[config.mk]
export PLATFORM = sky130hd
export DESIGN_NAME = dds_regfile
export DESIGN_NICKNAME = d
export VERILOG_FILES = /design/src/rtl/dds_rx_pkg.sv /design/src/rtl/dds_bit_sync.sv /design/src/rtl/dds_frame_rx.sv /design/src/rtl/dds_reg_update.sv /design/src/rtl/dds_regfile.sv
export SDC_FILE = /design/constraint.sdc
export NUM_CORES = 1
export LEC_CHECK = 0
export CAP_MARGIN = 20
export CORE_MARGIN = 2
export CORE_UTILIZATION = 40
export CTS_BUF_LIST = sky130_fd_sc_hd__clkbuf_4
export DETAILED_ROUTE_END_ITERATION = 12
export DONT_BUFFER_PORTS = 1
export PLACE_DENSITY_LB_ADDON = 0.12
export SYNTH_ARGS = -nofsm -noshare
export SYNTH_HDL_FRONTEND = slang
export SYNTH_SLANG_ARGS = --single-unit
export TNS_END_PERCENT = 1
[constraint.sdc]
create_clock -name clk -period 3 [get_ports clk]
set_input_delay 0.6 -clock clk [delete_from_list [all_inputs] [get_ports clk]]
set_output_delay 0.6 -clock clk [all_outputs]
set_load 0.05 [all_outputs]
[src/rtl/dds_rx_pkg.sv]
package dds_rx_pkg;
    localparam int FRAME_W  = 16;
    localparam int HALF_W   = 14;
    localparam int FREQ_W   = 2 * HALF_W;
    localparam int PHASE_W  = 12;
    localparam int CTRL_W   = HALF_W;
    localparam int FULL_BIT = 13;   // paired-frame mode
    localparam int HIGH_BIT = 12;   // split-mode half pick
    localparam int PSEL_BIT = 13;   // phase register pick in a phase frame

    typedef enum logic [1:0] {
        DST_CTRL  = 2'b00,
        DST_FREQ0 = 2'b01,
        DST_FREQ1 = 2'b10,
        DST_PHASE = 2'b11
    } dst_e;
endpackage

[src/rtl/dds_bit_sync.sv]
module dds_bit_sync #(
    parameter int             WIDTH  = 3,
    parameter int             STAGES = 2,
    parameter logic [WIDTH-1:0] INIT = '0
) (
    input  logic             clk,
    input  logic             rst_n,
    input  logic [WIDTH-1:0] async_i,
    output logic [WIDTH-1:0] sync_o
);
    for (genvar b = 0; b < WIDTH; b++) begin : g_bit
        logic [STAGES-1:0] chain_d, chain_q;

        always_comb begin
            chain_d = {chain_q[STAGES-2:0], async_i[b]};
        end

        always_ff @(posedge clk or negedge rst_n) begin
            if (!rst_n) chain_q <= {STAGES{INIT[b]}};
            else        chain_q <= chain_d;
        end

        assign sync_o[b] = chain_q[STAGES-1];
    end
endmodule

[src/rtl/dds_frame_rx.sv]
module dds_frame_rx
    import dds_rx_pkg::*;
(
    input  logic               clk,
    input  logic               rst_n,
    input  logic               sclk,
    input  logic               sdata,
    input  logic               sync_n,
    output logic               frame_vld,
    output logic [FRAME_W-1:0] frame_data
);
    localparam int CNT_W = $clog2(FRAME_W + 1);

    typedef struct packed {
        logic               sclk_prev;
        logic [FRAME_W-1:0] shift;
        logic [CNT_W-1:0]   cnt;
        logic               vld;
        logic [FRAME_W-1:0] data;
    } rx_t;

    rx_t st_d, st_q;
    logic fall;

    always_comb begin
        st_d           = st_q;
        st_d.vld       = 1'b0;
        st_d.sclk_prev = sclk;
        fall           = st_q.sclk_prev && !sclk;
        if (sync_n) begin
            st_d.cnt = '0;
        end else if (fall && (st_q.cnt < CNT_W'(FRAME_W))) begin
            st_d.shift = {st_q.shift[FRAME_W-2:0], sdata};
            st_d.cnt   = st_q.cnt + CNT_W'(1);
            if (st_q.cnt == CNT_W'(FRAME_W - 1)) begin
                st_d.vld  = 1'b1;
                st_d.data = {st_q.shift[FRAME_W-2:0], sdata};
            end
        end
    end

    always_ff @(posedge clk or negedge rst_n) begin
        if (!rst_n) begin
            st_q           <= '0;
            st_q.sclk_prev <= 1'b1;
        end else begin
            st_q <= st_d;
        end
    end

    assign frame_vld  = st_q.vld;
    assign frame_data = st_q.data;
endmodule

[src/rtl/dds_reg_update.sv]
module dds_reg_update
    import dds_rx_pkg::*;
(
    input  logic               clk,
    input  logic               rst_n,
    input  logic               frame_vld,
    input  logic [FRAME_W-1:0] frame_data,
    output logic [CTRL_W-1:0]  ctrl,
    output logic [FREQ_W-1:0]  freq0,
    output logic [FREQ_W-1:0]  freq1,
    output logic [PHASE_W-1:0] phase0,
    output logic [PHASE_W-1:0] phase1,
    output logic               pend
);
    typedef struct packed {
        logic [CTRL_W-1:0]             ctrl;
        logic [1:0][FREQ_W-1:0]        freq;
        logic [1:0][PHASE_W-1:0]       phase;
        logic                          pend;
        logic                          pend_sel;
        logic [HALF_W-1:0]             pend_low;
    } rf_t;

    rf_t rf_d, rf_q;
    dst_e              dst;
    logic [HALF_W-1:0] payload;
    logic              idx;

    always_comb begin
        rf_d    = rf_q;
        dst     = dst_e'(frame_data[FRAME_W-1 -: 2]);
        payload = frame_data[HALF_W-1:0];
        idx     = (dst == DST_FREQ1);
        if (frame_vld) begin
            rf_d.pend = 1'b0;
            case (dst)
                DST_CTRL: rf_d.ctrl = payload;
                DST_FREQ0, DST_FREQ1: begin
                    if (rf_q.ctrl[FULL_BIT]) begin
                        if (rf_q.pend && (rf_q.pend_sel == idx)) begin
                            rf_d.freq[idx] = {payload, rf_q.pend_low};
                        end else begin
                            rf_d.pend     = 1'b1;
                            rf_d.pend_sel = idx;
                            rf_d.pend_low = payload;
                        end
                    end else if (rf_q.ctrl[HIGH_BIT]) begin
                        rf_d.freq[idx][FREQ_W-1:HALF_W] = payload;
                    end else begin
                        rf_d.freq[idx][HALF_W-1:0] = payload;
                    end
                end
                default: rf_d.phase[frame_data[PSEL_BIT]] = frame_data[PHASE_W-1:0];
            endcase
        end
    end

    always_ff @(posedge clk or negedge rst_n) begin
        if (!rst_n) rf_q <= '0;
        else        rf_q <= rf_d;
    end

    assign ctrl   = rf_q.ctrl;
    assign freq0  = rf_q.freq[0];
    assign freq1  = rf_q.freq[1];
    assign phase0 = rf_q.phase[0];
    assign phase1 = rf_q.phase[1];
    assign pend   = rf_q.pend;
endmodule

[src/rtl/dds_regfile.sv]
module dds_regfile
    import dds_rx_pkg::*;
#(
    parameter int SYNC_STAGES = 2
) (
    input  logic               clk,
    input  logic               rst_n,
    input  logic               sclk_i,
    input  logic               sdata_i,
    input  logic               sync_n_i,
    output logic [CTRL_W-1:0]  ctrl_o,
    output logic [FREQ_W-1:0]  freq0_o,
    output logic [FREQ_W-1:0]  freq1_o,
    output logic [PHASE_W-1:0] phase0_o,
    output logic [PHASE_W-1:0] phase1_o,
    output logic               sel_freq_o,
    output logic               sel_phase_o,
    output logic               pin_ctl_o,
    output logic               core_rst_o,
    output logic               clk_off_o,
    output logic               dac_off_o,
    output logic               sign_en_o,
    output logic               sign_src_o,
    output logic               sign_div2_o,
    output logic               tri_mode_o
);
    logic [2:0]         lines_s;
    logic               frame_vld;
    logic [FRAME_W-1:0] frame_data;
    logic               pend;

    // bit 2: sclk (idle high), bit 1: sync_n (idle high), bit 0: data
    dds_bit_sync #(.WIDTH(3), .STAGES(SYNC_STAGES), .INIT(3'b110)) u_sync (
        .clk     (clk),
        .rst_n   (rst_n),
        .async_i ({sclk_i, sync_n_i, sdata_i}),
        .sync_o  (lines_s)
    );

    dds_frame_rx u_rx (
        .clk        (clk),
        .rst_n      (rst_n),
        .sclk       (lines_s[2]),
        .sdata      (lines_s[0]),
        .sync_n     (lines_s[1]),
        .frame_vld  (frame_vld),
        .frame_data (frame_data)
    );

    dds_reg_update u_regs (
        .clk        (clk),
        .rst_n      (rst_n),
        .frame_vld  (frame_vld),
        .frame_data (frame_data),
        .ctrl       (ctrl_o),
        .freq0      (freq0_o),
        .freq1      (freq1_o),
        .phase0     (phase0_o),
        .phase1     (phase1_o),
        .pend       (pend)
    );

    assign sel_freq_o  = ctrl_o[11];
    assign sel_phase_o = ctrl_o[10];
    assign pin_ctl_o   = ctrl_o[9];
    assign core_rst_o  = ctrl_o[8];
    assign clk_off_o   = ctrl_o[7];
    assign dac_off_o   = ctrl_o[6];
    assign sign_en_o   = ctrl_o[5];
    assign sign_src_o  = ctrl_o[4];
    assign sign_div2_o = ctrl_o[3];
    assign tri_mode_o  = ctrl_o[1];
endmodule

==> Yosys cells after proc, flatten, opt, wreduce, memory -nomap -nowiden <==
Index checks and enable logic that the tools add are counted.
Widths: inputs -> output; s select.
{ "classes": {"add_sub_neg": 1, "reduce_logical": 16, "magnitude_cmp": 5, "n_mux": 22, "eq_ne": 5, "bitwise": 3} }
{ "ops": {"columns": ["op", "n"], "rows": [
  ["$bwmux 56", 3],
  ["$mux 56", 3],
  ["$demux 28 s1", 3],
  ["$mux 28", 2],
  ["$mux 16", 3],
  ["$mux 17", 2],
  ["$bwmux 24", 1],
  ["$mux 22", 1],
  ["$mux 14", 1],
  ["$demux 12 s1", 1],
  ["$mux 12", 1],
  ["$reduce_and 2->1", 3],
  ["$reduce_and 3->1", 2],
  ["$add 5x1->5 const B", 1],
  ["$eq 5x4->1 const B", 1],
  ["$logic_and 1x1->1", 5],
  ["$lt 5x5->1 const B", 1],
  ["$mux 5", 1],
  ["$lt 1x2->1 const B", 2],
  ["$reduce_and 4->1", 1],
  ["$not 1->1", 3],
  ["$reduce_or 3->1", 1],
  ["$eq 2x1->1 const B", 1],
  ["$eq 2x2->1 const B", 1],
  ["other kinds (7)", 8]
]} }
{ "totals": {"reg_bits": 154, "inputBits": 5} }

==> Longest topological paths before layout <==
{ "depth": {"word_depth": 8, "ltp_mapped": 8} }

==> Modules after synthesis <==
A second synthesis with hierarchy kept.
{ "hier_totals": {"hier_cells": 511, "area_unflattened_um2": 7069.3} }
{ "by_module_without_submodules": {"columns": ["mod", "area_each_um2", "instances", "cells_per_inst", "seq_area_each_um2"], "rows": [
  ["dds_reg_update", 5162.5, 1, 383, 2752.6],
  ["dds_frame_rx", 1654.1, 1, 109, 952.2],
  ["dds_bit_sync", 177.7, 1, 9, 155.1],
  ["dds_regfile", 75.1, 1, 10, 0.0]
]} }

==> Worst setup path after synthesis <==
OpenSTA, ideal clock, no wires.
{ "synth_path": {"kind": "reg-to-reg", "startpoint": "register u_rx.st_q[17] (netlist name)", "endpoint": "register u_rx.st_q, in the netlist u_rx.frame_data[10]", "path_buffers": 1, "slack_ps": 1282, "stages_incl_launch_ff": 7, "arrival_time_ps": 1593, "required_ps": 2875, "path_cell_list": "dfrtp_1 -> ha_1 -> and3_1 -> ha_1 -> nand3b_2 -> buf_6 -> mux2_2"} }
{ "synth_via": {"elab_chain_cells": 3, "elab_cells_between_ends": 4, "cone_classes": "order compare (1); eq/ne (1); reduce/logical (2)"} }
{ "synth_rtl": {"columns": ["element", "line", "text"], "rows": [
  ["from (decl)", "dds_frame_rx.sv:22", "rx_t st_d, st_q;"],
  ["from (signal assigned)", "dds_frame_rx.sv:47", "st_q <= st_d;"],
  ["$lt 5x5->1", "dds_frame_rx.sv:32", "end else if (fall && (st_q.cnt < CNT_W'(FRAME_W))) begin"],
  ["$logic_and 1x1->1", "dds_frame_rx.sv:32", null],
  ["$reduce_and 3->1 (no line) (*)", null, null]
]} }
Mark *: on every way between the ends. The rest lies on a longest branch, timed or not.
A chain may end at the register's enable or synchronous reset.

==> Final worst setup path <==
{ "layout_path": {"startpoint": "register u_rx.st_q, in the netlist u_rx.frame_data[14]", "endpoint": "register u_regs.rf_q, in the netlist u_regs.freq0[1]"} }
{ "layout_via": {"elab_chain_cells": 8, "elab_cells_between_ends": 21, "cone_classes": "order compare (2); eq/ne (4); mux (11); reduce/logical (4)"} }
{ "layout_rtl": {"columns": ["element", "line", "text"], "rows": [
  ["$eq 2x2->1 (*)", "dds_reg_update.sv:33", "idx = (dst == DST_FREQ1);"],
  ["via u_regs.idx", "dds_reg_update.sv:27", "logic idx;"],
  ["$lt 1x2->1 (not written as such) or $ge 1x1->1 (tied branches)", "dds_reg_update.sv:41, dds_reg_update.sv:50", null],
  ["$logic_and 1x1->1 (not written as such)", "dds_reg_update.sv:41, dds_reg_update.sv:50", null],
  ["$mux 14 (not written as such) or $mux 28 (tied branches)", "dds_reg_update.sv:50, dds_reg_update.sv:41", null],
  ["$demux 28 s1", null, null],
  ["$bwmux 56 (on tied branches)", "dds_reg_update.sv:50, dds_reg_update.sv:41", null],
  ["$mux 56 (on tied branches)", "dds_reg_update.sv:47, dds_reg_update.sv:40", null],
  ["$mux 56", "dds_reg_update.sv:39", "if (rf_q.ctrl[FULL_BIT]) begin"],
  ["to (signal assigned)", "dds_reg_update.sv:60", "else rf_q <= rf_d;"],
  ["to (decl)", "dds_reg_update.sv:24", "rf_t rf_d, rf_q;"]
]} }
The timed path passes the listed nets; every way through them passes the cells marked *. The select of a mux whose other input is x is not followed.

==> metrics.yaml <==
outcome:
  run_status: "finished, violations left"
  violations: "negative hold slack"
worst_setup_path:
  worst_setup_path_start_kind: "flop"
  crit_fanout: 18
  path_class: "flop to flop"
  crit_slowest_cell: "nand4_1"
  max_stage_delay_ns: 0.53
  r2r_slack_ns: 0.48
  path_cells: "inv_1 -> ha_1 -> buf_4 -> inv_1 -> buf_4 -> buf_4 -> nand4_1 -> a22oi_1"
  arrival_ns: 3.00
  cp.required_ns: 3.48
  crit_buf_inv: 5
  critPathCaptureType: "flop"
  critPathTopFamily: "buffers and inverters"
  rr_endpoint: "u_regs.freq0[1]"
  r2r_cells: 8
  r2r_start: "u_rx.frame_data[14]"
  crit_top_cell: "buf_4"
yosys:
  ys_seq_area_share_pct: 53.9
  async_flop_share_pct: 100
  synth.largest_area_cell: "dfrtp_1"
  synth_top_area_share_pct: 52.1
  postSynthAreaPerCell_sq_um: 11.5
  synth-edff-count: 0
  ys.warnings.count: 0
  synthFlopType: "dfrtp_1"
  ys_top_cells_by_area: "dfrtp_1 (52%), buf_4 (10%), mux2_2 (5.8%)"
  synth_cell_types: 38
  yosysMostFrequentCell: "dfrtp_1"
  syn_inst: 622
  synthTopCellsByCount: "dfrtp_1 (149), buf_4 (97), o21ai_0 (69), nand2_1 (42), mux2_2 (37)"
  synth_seq_cells: 154
  syn_nets: 632
  syn_area_sq_um: 7160
power_and_ir_drop:
  power_mw: 3.54
  power.density_nw_per_um2: 515
  irDropWorstVdd_uv: 278
  p_leak_nw: 3.05
cells_and_area:
  fillers: 1695
  drive_above_1_share_pct: 19.3
  synthToLayoutAreaGrowth_pct: -3.79
  seqCellArea_sq_um: 3860
  nets: 525
  multi_input_area_sq_um: 2270
global_routing:
  use_met1_pct: 24.2
  grt_overflow: 0
  grt_max_degree: 155
  grt_pass1_vias: 4299
  grt_pass1_wl_um: 25700
  antenna_found_initial: 1
  met3_usage_pct: 4.78
  grt-busiest-layer: "met2"
  grt.total_usage_pct: 18.4
  met2_usage_pct: 28.4
floorplan:
  start_util_pct: 41.1
  die_height_um: 138
  die_width_um: 138
  io_pins: 109
  rows: 48
  design.core.area_sq_um: 17400
  die_area_sq_um: 19000
timing:
  setup_slack_ns: 0.476
  max_freq_mhz: 396
  setup_viol: 0
  hold_viol: 154
  finClkSkew_ns: 0.0320
  rsz0062_at_grt: "false"
  slew_headroom_pct: 35.1
  tightest_slew_ns: 0.974
  timing.final.crit_share_pct: 84.1
  final.setup.tns_ns: 0
  finalMaxSlewViolations: 0
  period_minus_slack_ns: 2.52
  hold_ws_ns: -0.287
clocking:
  cts_tree: "done"
  cts.sink_count: 154
  clk_path_buf_depth: 2
  htree_levels: 4
  clock_latency_ns: 0.59
  cts_made_buffers: 17
  clkTransAtPathRegs_ns: 0.13
  cts_root_buf: "clkbuf_4"
placed_design:
  port_buffers: 0
  pre_cts_slack_ns: 0.510
  dp_hpwl_um: 11000
  place_congestion: 0.767
route:
  drt-vias-per-instance: 5.71
  dr.pass1.iters: 5
  wl_per_cell_um: 21.8
  drt_iter0_drc: 354
  vias: 4309
  drc: 0
  finalWirelength_um: 16400
  ant_nets: 0
min_path:
  hold_path_class: "input port to async pin"
run:
  drv_cap: 0
## registers in the layout, indices dropped and copies added (netlist names)
name,cells
u_regs.pend,1
u_rx.st_q,21
u_regs.phase1,12
u_rx.frame_data,16
u_sync.g_bit.chain_q,6
u_regs.freq0,28
u_regs.phase0,12
u_regs.ctrl,14
u_rx.frame_vld,1
u_regs.freq1,28
u_regs.rf_q,15
## cell families after synthesis
family	Yosys count	synth area share, %
AO/OA/AOI/OAI	188	17.8
XOR/XNOR	3	0.577
adder cells (fa/ha/maj)	5	0.874
buffers and inverters	159	14.3
flip-flops	154	53.9
multiplexers	46	7.71
AND/OR/NAND/NOR	67	4.83
## layer usage
layer | up-vias | part of all wire [%]
met5 | - | 0
met4 | 0 | 2.1
met3 | 27 | 6.5
met2 | 132 | 48
met1 | 2217 | 43
li1 | 1933 | -
## metrics by stage
stage               cell area (sq um)  instances  util [%]
global placement                 6560        718      37.7
floorplan                        7160        622         -
detailed placement               6560        718      37.7
CTS                              6870        752      39.5
finish                           6890        754      39.5
global route                     6890        754      39.5
## timing repair
action / CTS / global route
hold buffers: 2 / 1
setup buffers: 0 / 0
gates resized for setup: 0 / 0
endpoints found under the hold margin: 156 / 155
## cell usage in the layout (no fill, tap or decap), types with 2 or more instances in the layout
| cell type | count |
|---|---|
| dfstp_2 | 5 |
| or3_1 | 2 |
| nor3_2 | 2 |
| a221oi_1 | 28 |
| nor2b_1 | 2 |
| nor2_1 | 2 |
| clkinv_4 | 5 |
| a21oi_1 | 31 |
| dfrtp_1 | 149 |
| mux2_4 | 9 |
| bufinv_16 | 2 |
| mux2_2 | 37 |
| o32ai_1 | 28 |
| a22oi_1 | 28 |
| clkbuf_4 | 17 |
| dlygate4sd3_1 | 3 |
| nand2_1 | 42 |
| o21ai_0 | 69 |
| ha_1 | 5 |
| inv_1 | 21 |
| and3_1 | 2 |
| nand3_1 | 3 |
| nand3b_1 | 2 |
| nand4_1 | 3 |
| buf_4 | 9 |
| inv_6 | 5 |
## cell type report
type / instances / area share, %
antenna: 1 / 0.0363
clock buffer: 17 / 1.85
clock inverter: 15 / 2.38
inverter: 21 / 1.14
multi-input combinational: 309 / 33.0
sequential: 154 / 56.1
tap: 225 / 4.09
timing repair buffer: 12 / 1.42
## worst max path at each step
| stage | slack, ns | end | startpoint | depth (start not counted) |
|---|---|---|---|---|
| floorplan | 1.28 | u_rx.frame_data[10] | u_rx.st_q[17] | 6 |
| global placement | 0.62 | u_regs.freq0[0] | u_rx.frame_data[14] | 8 |
| detailed placement | 0.51 | u_regs.freq0[8] | u_rx.frame_data[14] | 8 |
| CTS | 0.48 | u_regs.freq0[1] | u_rx.frame_data[14] | 8 |
| global route | 0.27 | u_regs.freq0[6] | u_rx.frame_data[14] | 8 |
| finish | 0.48 | u_regs.freq0[1] | u_rx.frame_data[14] | 8 |
## where the power goes
| group | switching (mW) | internal, mW |
|---|---|---|
| Sequential | 0.0399 | 2.13 |
| Combinational | 0.0199 | 0.0459 |
| Clock | 0.795 | 0.508 |
| Total | 0.855 | 2.69 |
No activity file was read; power rests on OpenSTA's default activity.
